### src/rtl/ecc_syndrome_fix.sv
module ecc_syndrome_fix #(
  parameter int CODE_W = 24,
  parameter int DATA_W = 8
) (
  input  logic                 clk,
  input  logic                 rst_n,
  input  logic                 start,
  input  logic                 ign_blank,
  input  logic                 fix_en,
  input  logic [CODE_W-1:0]    stored,
  input  logic [CODE_W-1:0]    calc,
  output logic [1:0]           status,
  output logic [8:0]           byte_idx,
  output logic [2:0]           bit_idx,
  output logic                 done,
  output logic                 mem_rd,
  output logic                 mem_wr,
  output logic [8:0]           mem_addr,
  output logic [DATA_W-1:0]    mem_wdata,
  input  logic [DATA_W-1:0]    mem_rdata
);
  localparam int NPAIR = CODE_W / 2;

  typedef enum logic [1:0] {S_IDLE, S_RD, S_WR} state_t;
  state_t state;

  logic [CODE_W-1:0] syn;
  logic [NPAIR-1:0]  pdiff, odd;
  logic              blank, single;
  logic [1:0]        cls;

  assign syn    = stored ^ calc;
  assign blank  = ign_blank && (&stored);
  assign single = (syn != '0) && ((syn & (syn - 1'b1)) == '0);

  for (genvar k = 0; k < NPAIR; k++) begin : g_pair
    assign pdiff[k] = syn[2*k] ^ syn[2*k+1];
    assign odd[k]   = syn[2*k+1];
  end

  always_comb begin
    if (syn == '0 || blank) cls = 2'b00;
    else if (&pdiff)        cls = 2'b01;
    else if (single)        cls = 2'b10;
    else                    cls = 2'b11;
  end

  always_ff @(posedge clk or negedge rst_n) begin
    if (!rst_n) begin
      state    <= S_IDLE;
      status   <= 2'b00;
      byte_idx <= '0;
      bit_idx  <= '0;
      done     <= 1'b0;
    end else begin
      done <= 1'b0;
      case (state)
        S_IDLE: if (start) begin
          status   <= cls;
          byte_idx <= (cls == 2'b01) ? odd[8:0]  : 9'd0;
          bit_idx  <= (cls == 2'b01) ? odd[11:9] : 3'd0;
          if (fix_en && cls == 2'b01) state <= S_RD;
          else                        done  <= 1'b1;
        end
        S_RD: state <= S_WR;
        S_WR: begin
          state <= S_IDLE;
          done  <= 1'b1;
        end
        default: state <= S_IDLE;
      endcase
    end
  end

  assign mem_rd    = (state == S_RD);
  assign mem_wr    = (state == S_WR);
  assign mem_addr  = byte_idx;
  assign mem_wdata = mem_rdata ^ (DATA_W'(1) << bit_idx);

  AST_DONE_PULSE: assert property (@(posedge clk) disable iff (!rst_n) done |=> !done);
  AST_RD_THEN_WR: assert property (@(posedge clk) disable iff (!rst_n) mem_rd |=> mem_wr);
  AST_WR_THEN_DONE: assert property (@(posedge clk) disable iff (!rst_n) mem_wr |=> done);
  AST_MEM_ONLY_DATAFIX: assert property (@(posedge clk) disable iff (!rst_n) (mem_rd || mem_wr) |-> status == 2'b01);
  AST_HOLD_STATUS: assert property (@(posedge clk) disable iff (!rst_n) !start |=> $stable(status) && $stable(byte_idx));
  AST_IDX_ZERO: assert property (@(posedge clk) disable iff (!rst_n) status != 2'b01 |-> byte_idx == 9'd0 && bit_idx == 3'd0);
endmodule

### config.mk
export PLATFORM = sky130hd
export DESIGN_NAME = ecc_syndrome_fix
export DESIGN_NICKNAME = d
export VERILOG_FILES = /design/src/rtl/ecc_syndrome_fix.sv
export SDC_FILE = /design/constraint.sdc
export NUM_CORES = 1
export LEC_CHECK = 0
export BUFFER_PORTS_ARGS = -buffer_cell sky130_fd_sc_hd__buf_2
export CORE_ASPECT_RATIO = 1.5
export CORE_UTILIZATION = 35
export CTS_CLUSTER_SIZE = 24
export DETAILED_ROUTE_END_ITERATION = 10
export HOLD_SLACK_MARGIN = 0.02
export PLACE_DENSITY_LB_ADDON = 0.05
export SYNTH_ARGS = -nofsm -noshare
export SYNTH_HDL_FRONTEND = slang
export SYNTH_SLANG_ARGS = --single-unit
### constraint.sdc
create_clock -name clk -period 3.1 [get_ports clk]
set_clock_uncertainty 0.05 [all_clocks]
set_input_delay 0.62 -clock clk [delete_from_list [all_inputs] [get_ports clk]]
set_output_delay 0.62 -clock clk [all_outputs]
set_load 0.005 [all_outputs]
# ---- After elaboration in Yosys (flattened, before gate mapping)
# Index checks and enable logic that the tools add are counted.
# Widths: inputs -> output; s select.
dict set report totals {
  output_inout_bits 34
  ff_bits 17
  latch_bits 0
  romBits 0
  ramBits 0
  memories 0
  inputBits 61
  wordCells 50
}
dict set report classes {
  div 0
  multipliers 0
  n_mux 11
  n_shift 1
  eq_ne 5
  reduce_logical 12
  add_sub_neg 1
  n_lt_le_gt_ge 0
  n_bitwise 15
}
# op n
set op_table {}
lappend op_table {{$logic_not 24->1} 2}
lappend op_table {{$and 24x24->24} 1}
lappend op_table {{$reduce_and 24->1} 1}
lappend op_table {{$reduce_bool 24->1} 1}
lappend op_table {{$sub 24x1->24 const B} 1}
lappend op_table {{$xor 24x24->24} 1}
lappend op_table {{$reduce_and 12->1} 1}
lappend op_table {{$xor 1x1->1} 12}
lappend op_table {{$mux 9} 1}
lappend op_table {{$mux 2} 4}
lappend op_table {{$shl 1x3->8 const A} 1}
lappend op_table {{$xor 8x8->8} 1}
lappend op_table {{$eq 2x1->1 const B} 2}
lappend op_table {{$ne 2x2->1 const B} 2}
lappend op_table {{$pmux 2 s2} 1}
lappend op_table {{$reduce_and 2->1} 2}
lappend op_table {{$logic_and 1x1->1} 3}
lappend op_table {{$mux 1} 3}
lappend op_table {{$mux 3} 1}
lappend op_table {{$eq 2x2->1 const B} 1}
lappend op_table {{$logic_not 2->1} 1}
lappend op_table {{$pmux 1 s2} 1}
lappend op_table {{$logic_or 1x1->1} 1}

# ---- Longest topological paths before layout
# Gate-level depths: netlist of run 1.
dict set report depth {
  depth_word 13
  ltp_mapped 10
}

# ---- Worst setup path after synthesis of run 1
# Ideal clock, no wire load.
dict set report synth_timing {
  path_type {input to register}
  start {in calc[10]}
  end {reg status[0]}
  arrival_time_ns 2.481
  path_stages 10
  setup_ns 0.131
  t_required_ns 2.919
  setup_slack_ns 0.438
  path_cell_list {xor2_1 -> inv_1 -> ha_1 -> nand4_1 -> nor3_1 -> nor2_1 -> o2111ai_1 -> or4b_1 -> nor4_1 -> a21oi_1}
}
dict set report synth_between {
  elab_chain_cells 8
  word_cells_on_any_way 13
}
# item line
set synth_rtl {}
lappend synth_rtl {{start, declared} 11} ;# input logic [CODE_W-1:0] calc,
lappend synth_rtl {{$xor 24x24->24 (*)} 32} ;# assign syn = stored ^ calc;
lappend synth_rtl {{$sub 24x1->24} 34} ;# assign single = (syn != '0) && ((syn & (syn - 1'b1)) == '0);
lappend synth_rtl {{$and 24x24->24} 34}
lappend synth_rtl {{$logic_not 24->1} 34}
lappend synth_rtl {{$logic_and 1x1->1} 34}
lappend synth_rtl {{$mux 1} 44} ;# else if (single) cls = 2'b10;
lappend synth_rtl {{$mux 2} 43} ;# else if (&pdiff) cls = 2'b01;
lappend synth_rtl {{$mux 2 (*)} 42} ;# if (syn == '0 || blank) cls = 2'b00;
lappend synth_rtl {{end signal, assigned} 59} ;# status <= cls;
lappend synth_rtl {{end, declared} 12} ;# output logic [1:0] status,
# Mark *: on every way between the ends. The rest lies on a longest branch, timed or not.
# A chain may end at the register's enable or synchronous reset.

# ---- Final worst setup path of run 1
# Ends and elaborated chain as after synthesis.

==> run_results.csv, run 1 <==
group,metric,value,unit
global_routing,grt_pass1_vias,1925,
setup_path,critPathMaxStageDelay,0.49,ns
clocking,ctsResizeCount,0,
final_layout,final_util,50.2,%
synthesis,syn-instance-count,225,
power,power_frac_seq,32.9,%
synthesis,synth_cell_types,49,
die,dieArea,5500,um^2
die,die_h,90.3,um
synthesis,yosysMostFrequentCell,"nand2_1",
routing,first_pass_iters,4,
clocking,clk_pin_slew,0.06,ns
placed_design,port_buffers,94,
die,die_w,60.9,um
timing,post-route-period-util,90.4,%
clocking,cts_buffers,3,
final_layout,syn_to_final_growth,35.9,%
synthesis,synth_flop_cell,"dfrtp_1",
synthesis,syn_nets,301,
routing,wl_per_cell,13.2,um
power,switching_share,34.4,%
power,p_switching,236,uW
setup_path,slowest_stage,"or4b_1",
die,core,4930,um^2
final_layout,n_fill_cell,510,
power,clkPwrFrac,24.1,%
synthesis,synth_edf_count,0,
setup_path,r2r_setup_slack,0.97,ns
status,status,"completed",
final_layout,seqCellArea,425,um^2
placed_design,hpwl,4550,um
routing,ant_nets,0,
synthesis,synth_top_cell_area_share,23.4,%
synthesis,synthTopCellsByCount,"nand2_1 (26), dfrtp_1 (17), o21ai_0 (17), xor2_1 (16), ha_1 (15)",
global_routing,track_usage,19.9,%
synthesis,synth-seq-area-share,23.4,%
timing,slew_headroom,62.4,%
final_layout,drive_gt1_share,38.4,%
worst_hold_path,hold_class,"in2async",
timing,hold_viol_final,0,
timing,worst_pin_slew,0.559,ns
global_routing,global_route.overflow_total,0,
clocking,cts_tree,"yes",
power,intPower,449,uW
clocking,cts.sinks,17,
placed_design,gp_congestion,0.880,
power,p_total,685,uW
die,ios,95,
clocking,clk_path_buf_depth,2,
power,irDropWorstVdd,0.000132,V
synthesis,synthArstFlopShare,100,%
setup_path,required,3.18,ns
clocking,postCtsSetupBuffers,0,
routing,drt-total-wl,5210,um
routing,first_iter_violations,33,
final_layout,multi_input_area,1250,um^2
clocking,htree_levels,1,
synthesis,yosysTopAreaCell,"dfrtp_1",
synthesis,syn_area,1820,um^2
setup_path,worst-path-buf-inv,2,
timing,min_period,2.80,ns
timing,finalSetupTns,0,ns
setup_path,endpoint_kind,"flip-flop",
setup_path,critical_path.max_fanout,6,
clocking,clk-insertion-delay-late,0.25,ns
clocking,cts_root_buf,"clkbuf_8",
setup_path,critPathKind,"in2reg",
setup_path,crit_chain,"buf_2 -> xor2_1 -> inv_1 -> ha_1 -> nand4_1 -> nor3_1 -> nor2_1 -> o2111ai_1 -> or4b_1 -> nor4_1 -> a21oi_1",
timing,slew_violations,0,
global_routing,grt_max_degree,19,
global_routing,antenna_found_initial,0,
synthesis,synth_warnings,0,
timing,fmax,357,MHz
final_layout,design.final.nets,405,
clocking,holdBufCountCts,0,
synthesis,synth.ff_latch_count,17,
routing,drc,0,
global_routing,grt_pass1_wl,8360,um
setup_path,ff2ff_path_depth,7,
synthesis,synth_area_leaders,"dfrtp_1 (23%), ha_1 (10%), xor2_1 (7.7%)",
timing,setup_viol,0,
setup_path,arrival,2.89,ns
die,rows,31,
routing,routed_via_density,5.13,
final_layout,diodes,0,
power,p_per_area,277,nW/um^2
setup_path,cp.depth,11,
timing,rsz0062_at_grt,"false",
setup_path,critPathLaunchType,"primary input",
job,maxCapViolations,0,
synthesis,avgSynthCellArea,8.09,um^2
power,comb_power_share,42.9,%
power,leakage,0.00126,uW
routing,dr_total_vias,2020,
setup_path,cpLargestDelayFamily,"simple AND/OR/NAND/NOR gates",
die,initial_core_util,37.0,%
-- worst register-to-register path: stages, from the launching register on --
cell,delay [ns]
dfrtp_1,0.40
nor2_1,0.15
nand2_1,0.12
nor3_1,0.25
o2111ai_1,0.13
or4b_1,0.49
nor4_1,0.31
a21oi_1,0.10
-- cells by family after synthesis --
logic type	after synthesis	synth area share (%)
and+or+nand+nor	85	24.6
DFF	17	23.4
buffers and inverters	29	7.90
xor gates and xnor gates	32	16.6
adders and majority gates	15	10.3
AOI/OAI and AO/OA	47	17.2
-- metrics by stage --
| stage | instances | setup slack [ns] | hold WS (ns) | cell area [um^2] |
|---|---|---|---|---|
| detailed placement | 390 | 0.105 | 0.415 | 2430 |
| global route | 394 | 0.0966 | 0.247 | 2470 |
| CTS | 394 | 0.383 | 0.231 | 2470 |
| finish | 394 | 0.298 | 0.226 | 2470 |
| global placement | 390 | 0.168 | 0.417 | 2430 |
| floorplan | 225 | 0.438 | 0.274 | 1820 |
-- power by group through the flow --
stage	logic (uW)	clock network (uW)	registers, uW
floorplan	148	0	230
global placement	293	0	229
global route	329	179	226
detailed placement	292	0	230
CTS	293	168	226
finish	294	165	225
-- layout make-up --
class	instances	share of cell area (%)
multi-input combinational	179	50.6
timing repair buffer	113	24.8
sequential	17	17.2
tap	66	3.34
inverter	15	2.28
clock buffer	4	1.82
-- sequential cells by signal, indices dropped and copies added, names as in the netlist --
register / cells
byte_idx: 9
state: 2
status: 2
done: 1
bit_idx: 3
-- metal layers --
layer | wire (um) | track usage [%]
met4 | 317 | 14.2
met1 | 2030 | 22.0
met5 | 0 | 0
met2 | 2540 | 33.6
met3 | 332 | 2.29
-- final timing paths --
check / start / to
min in group clk: state[1] / state[1]
worst min register to register: state[1] / state[1]
worst min-delay path: rst_n / status[0]
worst max register to register: state[1] / status[0]
max in group asynchronous: rst_n / bit_idx[0]
worst max-delay path: calc[10] / status[0]
-- cell usage in the layout (no fill, tap or decap), types with 2 or more instances in the layout --
master    instances
and3_2            2
nor4_1            5
nand2_1          26
nor2_1           13
nand3_1           6
xor2_1           16
ha_1             15
nor3_1            6
buf_4            19
o31ai_1           4
o21ai_0          17
nand4_1          11
nor3b_1           2
o221ai_1          2
and4_1            2
xnor2_1          13
dfrtp_1          17
nor2b_1           4
a31oi_1           2
a21oi_1           6
buf_2            94
a41oi_1           2
xor2_2            2
inv_1            14
clkbuf_8          3
Note: power is estimated with default switching activity, not from simulation.
==> run 2: changes to the inputs <==
Settings changed: BUFFER_PORTS_ARGS -buffer_cell sky130_fd_sc_hd__buf_2 to not set, DONT_BUFFER_PORTS set to 1.
==> run 2 against run 1 <==
Against the previous run: first-iteration DRC count grew 45%; clock-buffer cell count is the same; flip-flop and latch count is the same; worst hold slack gained 0.21 ns; largest power group unchanged; setup slack gained 0.11 ns; die area is the same; via count shrank 16%; critical path depth shrank 1.
==> run_results.csv, run 2 (same netlist as run 1, synthesis figures left out) <==
group,metric,value,unit
placed_design,hpwl,4570,um
die,initial_core_util,37.0,%
timing,rsz0062_at_grt,"false",
clocking,clk_path_buf_depth,2,
routing,drt-total-wl,5230,um
timing,hold_viol_final,0,
final_layout,design_area,2010,um^2
final_layout,drive_gt1_share,13.2,%
die,die_w,60.9,um
job,maxCapViolations,0,
timing,finalSetupTns,0,ns
setup_path,critPathKind,"in2reg",
routing,dr_total_vias,1704,
timing,slew_headroom,48.9,%
global_routing,grt_pass1_wl,7890,um
setup_path,critPathLaunch,"calc[15]",
final_layout,reg_top3,"byte_idx (9), bit_idx (3)",
global_routing,grt_max_degree,19,
placed_design,port_buffers,0,
worst_hold_path,hold_class,"reg2reg",
final_layout,top_register,"byte_idx",
timing,setup_viol,0,
die,dieArea,5500,um^2
timing,worst_pin_slew,0.764,ns
clocking,cts_root_buf,"clkbuf_8",
routing,ant_nets,0,
power,leakage,0.000856,uW
routing,wl_per_cell,17.4,um
final_layout,layout_common_cells,"nand2_1 (26), buf_4 (18), o21ai_0 (17), dfrtp_1 (17), xor2_1 (16)",
routing,first_pass_iters,4,
clocking,cts_buffers,3,
final_layout,largest_reg_flops,9,
clocking,postCtsSetupBuffers,0,
routing,first_iter_violations,48,
final_layout,syn_to_final_growth,10.2,%
timing,slew_violations,0,
status,status,"completed",
die,ios,95,
global_routing,antenna_found_initial,0,
clocking,cts_tree,"yes",
power,irDropWorstVdd,0.000111,V
global_routing,grt_pass1_vias,1651,
clocking,htree_levels,1,
clocking,cts.sinks,17,
global_routing,track_usage,19.5,%
routing,drc,0,
clocking,clk-insertion-delay-late,0.24,ns
timing,whs,0.435,ns
final_layout,final_common_cell,"nand2_1",
global_routing,global_route.overflow_total,0,
timing,post-route-period-util,86.8,%
power,p_per_area,315,nW/um^2
routing,routed_via_density,5.68,
worst_hold_path,min_from,"state[1]",
setup_path,critPathLaunchType,"primary input",
final_layout,design.final.nets,311,
die,core,4930,um^2
final_layout,diodes,0,
die,rows,31,
placed_design,gp_congestion,0.831,
setup_path,endpoint_kind,"flip-flop",
clocking,clk_pin_slew,0.07,ns
setup_path,required,3.18,ns
setup_path,arrival,2.77,ns
timing,min_period,2.69,ns
clocking,ctsResizeCount,0,
timing,fmax,372,MHz
die,die_h,90.3,um
setup_path,critical_path.max_fanout,7,
placed_design,placed_area,1950,um^2
setup_path,rr_startpoint,"state[1]",
==> run 2: cell types whose count changed in the layout (fill, tap and decap cells not counted), sizes merged <==
cell	previous run	this run
buf	113	18
dlygate4sd3	0	1
==> run 2: critical path: stages <==
cell and delay [ns]:
xor2_2 0.20, inv_1 0.10, ha_1 0.21, a21bo_2 0.16
nand2_1 0.05, o21ai_0 0.29, o221ai_1 0.19, or4b_1 0.55
nor4_1 0.31, a21oi_1 0.10
==> run 2: what timing repair did <==
action	in CTS	in global routing
setup endpoints to repair	0	0
hold buffers	1	0
endpoints found under the hold margin	17	0
==> run 2: final timing paths <==
kind	to	cells after the start	slack, ns
worst max-delay path	status[0]	10	0.41
worst min-delay path	state[1]	1	0.43
worst max register to register	status[0]	7	1.05
worst min register to register	state[1]	1	0.43
max in group asynchronous	done	1	1.68
min in group asynchronous	byte_idx[4]	1	0.84
==> run 2: per-layer routing <==
layer	vias to the layer above	share of wire, %	track usage (%)
li1	818	-	-
met1	792	38	20.9
met2	86	55	37.3
met3	8	4.7	1.15
met4	0	2.2	7.39
met5	-	0	0
==> run 2: metrics by stage <==
stage / setup WS, ns / total power, uW / util (%) / cells
after floorplan: 0.438 / 378 / - / 225
after global placement: 0.108 / 474 / 39.6 / 295
after detailed placement: 0.123 / 470 / 39.6 / 295
after CTS: 0.380 / 638 / 40.7 / 300
after global routing: 0.243 / 678 / 40.7 / 300
final: 0.409 / 632 / 40.7 / 300
==> run 2: power breakdown <==
group,internal [uW],switching [uW],leakage [uW]
Combinational,102,140,0.000604
Sequential,224,2.13,0.000229
Clock,91.0,71.4,0.0000228
Total,418,214,0.000856
==> run 2: cell type report <==
| class | instances | area, um^2 |
|---|---|---|
| fillers | 542 | 2920 |
| clock buffers | 4 | 45.0 |
| well taps | 66 | 82.6 |
| inverters | 15 | 56.3 |
| multi-input cells | 179 | 1250 |
| flip-flops and latches | 17 | 425 |
| repair buffers | 19 | 145 |
==> run 3: changes to the inputs <==
Settings changed: PLACE_DENSITY_LB_ADDON 0.05 to 0.3.
==> run 3 against run 2 <==
Against the previous run: critical path depth did not move; final area shrank 2.2%; setup slack improved by 0.012 ns; cell count shrank 2.0%; sequential share of layout area grew 0.47 points; clock power is essentially flat; flip-flop and latch count unchanged; critical endpoint unchanged; largest cell class unchanged.
==> run_results.csv, run 3 (same netlist as run 1, synthesis figures left out) <==
group,metric,value,unit
setup_path,worst-path-buf-inv,1,
setup_path,r2r_end,"status[0]",
die,rows,31,
routing,routed_via_density,5.55,
global_routing,global_route.overflow_total,0,
worst_hold_path,min_from,"state[1]",
final_layout,design.final.nets,305,
setup_path,required,3.18,ns
final_layout,top_register,"byte_idx",
setup_path,rr_startpoint,"state[1]",
timing,min_period,2.68,ns
setup_path,slowest_stage,"or4b_1",
routing,dr_total_vias,1631,
routing,ant_nets,0,
setup_path,arrival,2.75,ns
power,irDropWorstVdd,0.000130,V
clocking,cts_tree,"yes",
setup_path,critPathLaunchType,"primary input",
setup_path,endpoint_kind,"flip-flop",
final_layout,reg_top3,"byte_idx (9), bit_idx (3)",
setup_path,crit_chain,"xor2_1 -> inv_1 -> ha_1 -> nand4_1 -> nor3_1 -> nor2_1 -> o2111ai_1 -> or4b_1 -> nor4_1 -> a21oi_1",
final_layout,fin_cells,294,
timing,hold_viol_final,0,
timing,slew_violations,0,
final_layout,design_area,1960,um^2
global_routing,grt_max_degree,19,
power,leakage,0.000830,uW
setup_path,cp.depth,10,
placed_design,hpwl,4140,um
status,status,"completed",
worst_hold_path,hold_class,"reg2reg",
die,core,4930,um^2
worst_hold_path,min_path_cells,1,
timing,finalSetupTns,0,ns
global_routing,track_usage,17.7,%
setup_path,r2r_setup_slack,1.04,ns
placed_design,placed_area,1910,um^2
setup_path,critPathMaxStageDelay,0.49,ns
setup_path,ff2ff_path_depth,7,
routing,drc,0,
timing,slew_headroom,48.7,%
placed_design,gp_congestion,0.862,
routing,drt-total-wl,4780,um
clocking,cts_buffers,3,
global_routing,antenna_found_initial,0,
setup_path,critPathKind,"in2reg",
timing,worst_pin_slew,0.767,ns
timing,post-route-period-util,86.4,%
die,ios,95,
timing,fmax,373,MHz
global_routing,grt_pass1_vias,1604,
routing,wl_per_cell,16.3,um
timing,setup_viol,0,
clocking,htree_levels,1,
clocking,clk_pin_slew,0.07,ns
setup_path,cpLargestDelayFamily,"simple AND/OR/NAND/NOR gates",
power,p_per_area,311,nW/um^2
final_layout,diodes,0,
clocking,clk-insertion-delay-late,0.24,ns
final_layout,n_fill_cell,535,
final_layout,largest_reg_flops,9,
job,maxCapViolations,0,
clocking,clk_path_buf_depth,2,
final_layout,drive_gt1_share,11.4,%
setup_path,critPathLaunch,"calc[11]",
timing,whs,0.415,ns
clocking,postCtsSetupBuffers,0,
placed_design,post-place-cells,289,
placed_design,port_buffers,0,
power,p_total,610,uW
final_layout,syn_to_final_growth,7.77,%
global_routing,grt_pass1_wl,7470,um
die,dieArea,5500,um^2
clocking,cts_root_buf,"clkbuf_8",
routing,first_iter_violations,65,
worst_hold_path,hold_end,"state[1]",
final_layout,final_common_cell,"nand2_1",
setup_path,critical_path.max_fanout,6,
timing,rsz0062_at_grt,"false",
final_layout,layout_common_cells,"nand2_1 (26), o21ai_0 (17), dfrtp_1 (17), xor2_1 (16), ha_1 (15)",
clocking,cts.sinks,17,
die,initial_core_util,37.0,%
die,die_h,90.3,um
die,die_w,60.9,um
routing,first_pass_iters,4,
-- run 3: cell types whose count changed in the layout (fill, tap and decap cells not counted) --
cell,previous run,this run
clkinv_2,0,1
buf_4,18,12
clkbuf_1,1,0
-- run 3: worst max-delay path by stage --
stage	slack (ns)	to
after floorplan	0.44	status[0]
final	0.42	status[0]
after CTS	0.44	status[0]
after detailed placement	0.19	status[0]
after global placement	0.23	status[0]
after global routing	0.21	status[0]
-- run 3: metal layers --
metal	part of all wire, %	wire length (um)	track usage (%)
met1	40	1920	21.6
met2	53	2550	31.7
met3	5.2	249	1.86
met4	1.3	64	4.73
met5	0	0	0
-- run 3: timing repair --
item | in CTS | in global routing
resized for setup | 0 | 0
endpoints found under the hold margin | 17 | 0
hold buffers | 1 | 0
-- run 3: metrics by stage --
stage               utilization [%]  setup WS [ns]
detailed placement             38.7          0.188
global placement               38.7          0.227
CTS                            39.8          0.445
finish                         39.8          0.421
floorplan                         -          0.438
global route                   39.8          0.210
-- run 3: worst reg2reg max path: stages, from the launching register on --
cell	delay, ns
dfrtp_1	0.40
nor2_1	0.15
nand2_1	0.12
nor3_1	0.20
o2111ai_1	0.12
or4b_1	0.49
nor4_1	0.32
a21oi_1	0.10
-- run 3: layout make-up --
class | count | area [um^2] | share of cell area [%]
Clock inverter | 1 | 5.00 | 0.255
Multi-Input combinational cell | 179 | 1250 | 63.8
Sequential cell | 17 | 425 | 21.7
Clock buffer | 3 | 41.3 | 2.10
Timing Repair Buffer | 13 | 100 | 5.10
Inverter | 15 | 56.3 | 2.87
Tap cell | 66 | 82.6 | 4.21
-- run 3: power by group --
part	internal, uW	switching, uW	total (uW)
Sequential	224	2.00	226
Combinational	91.5	132	223
Clock	89.0	72.0	161
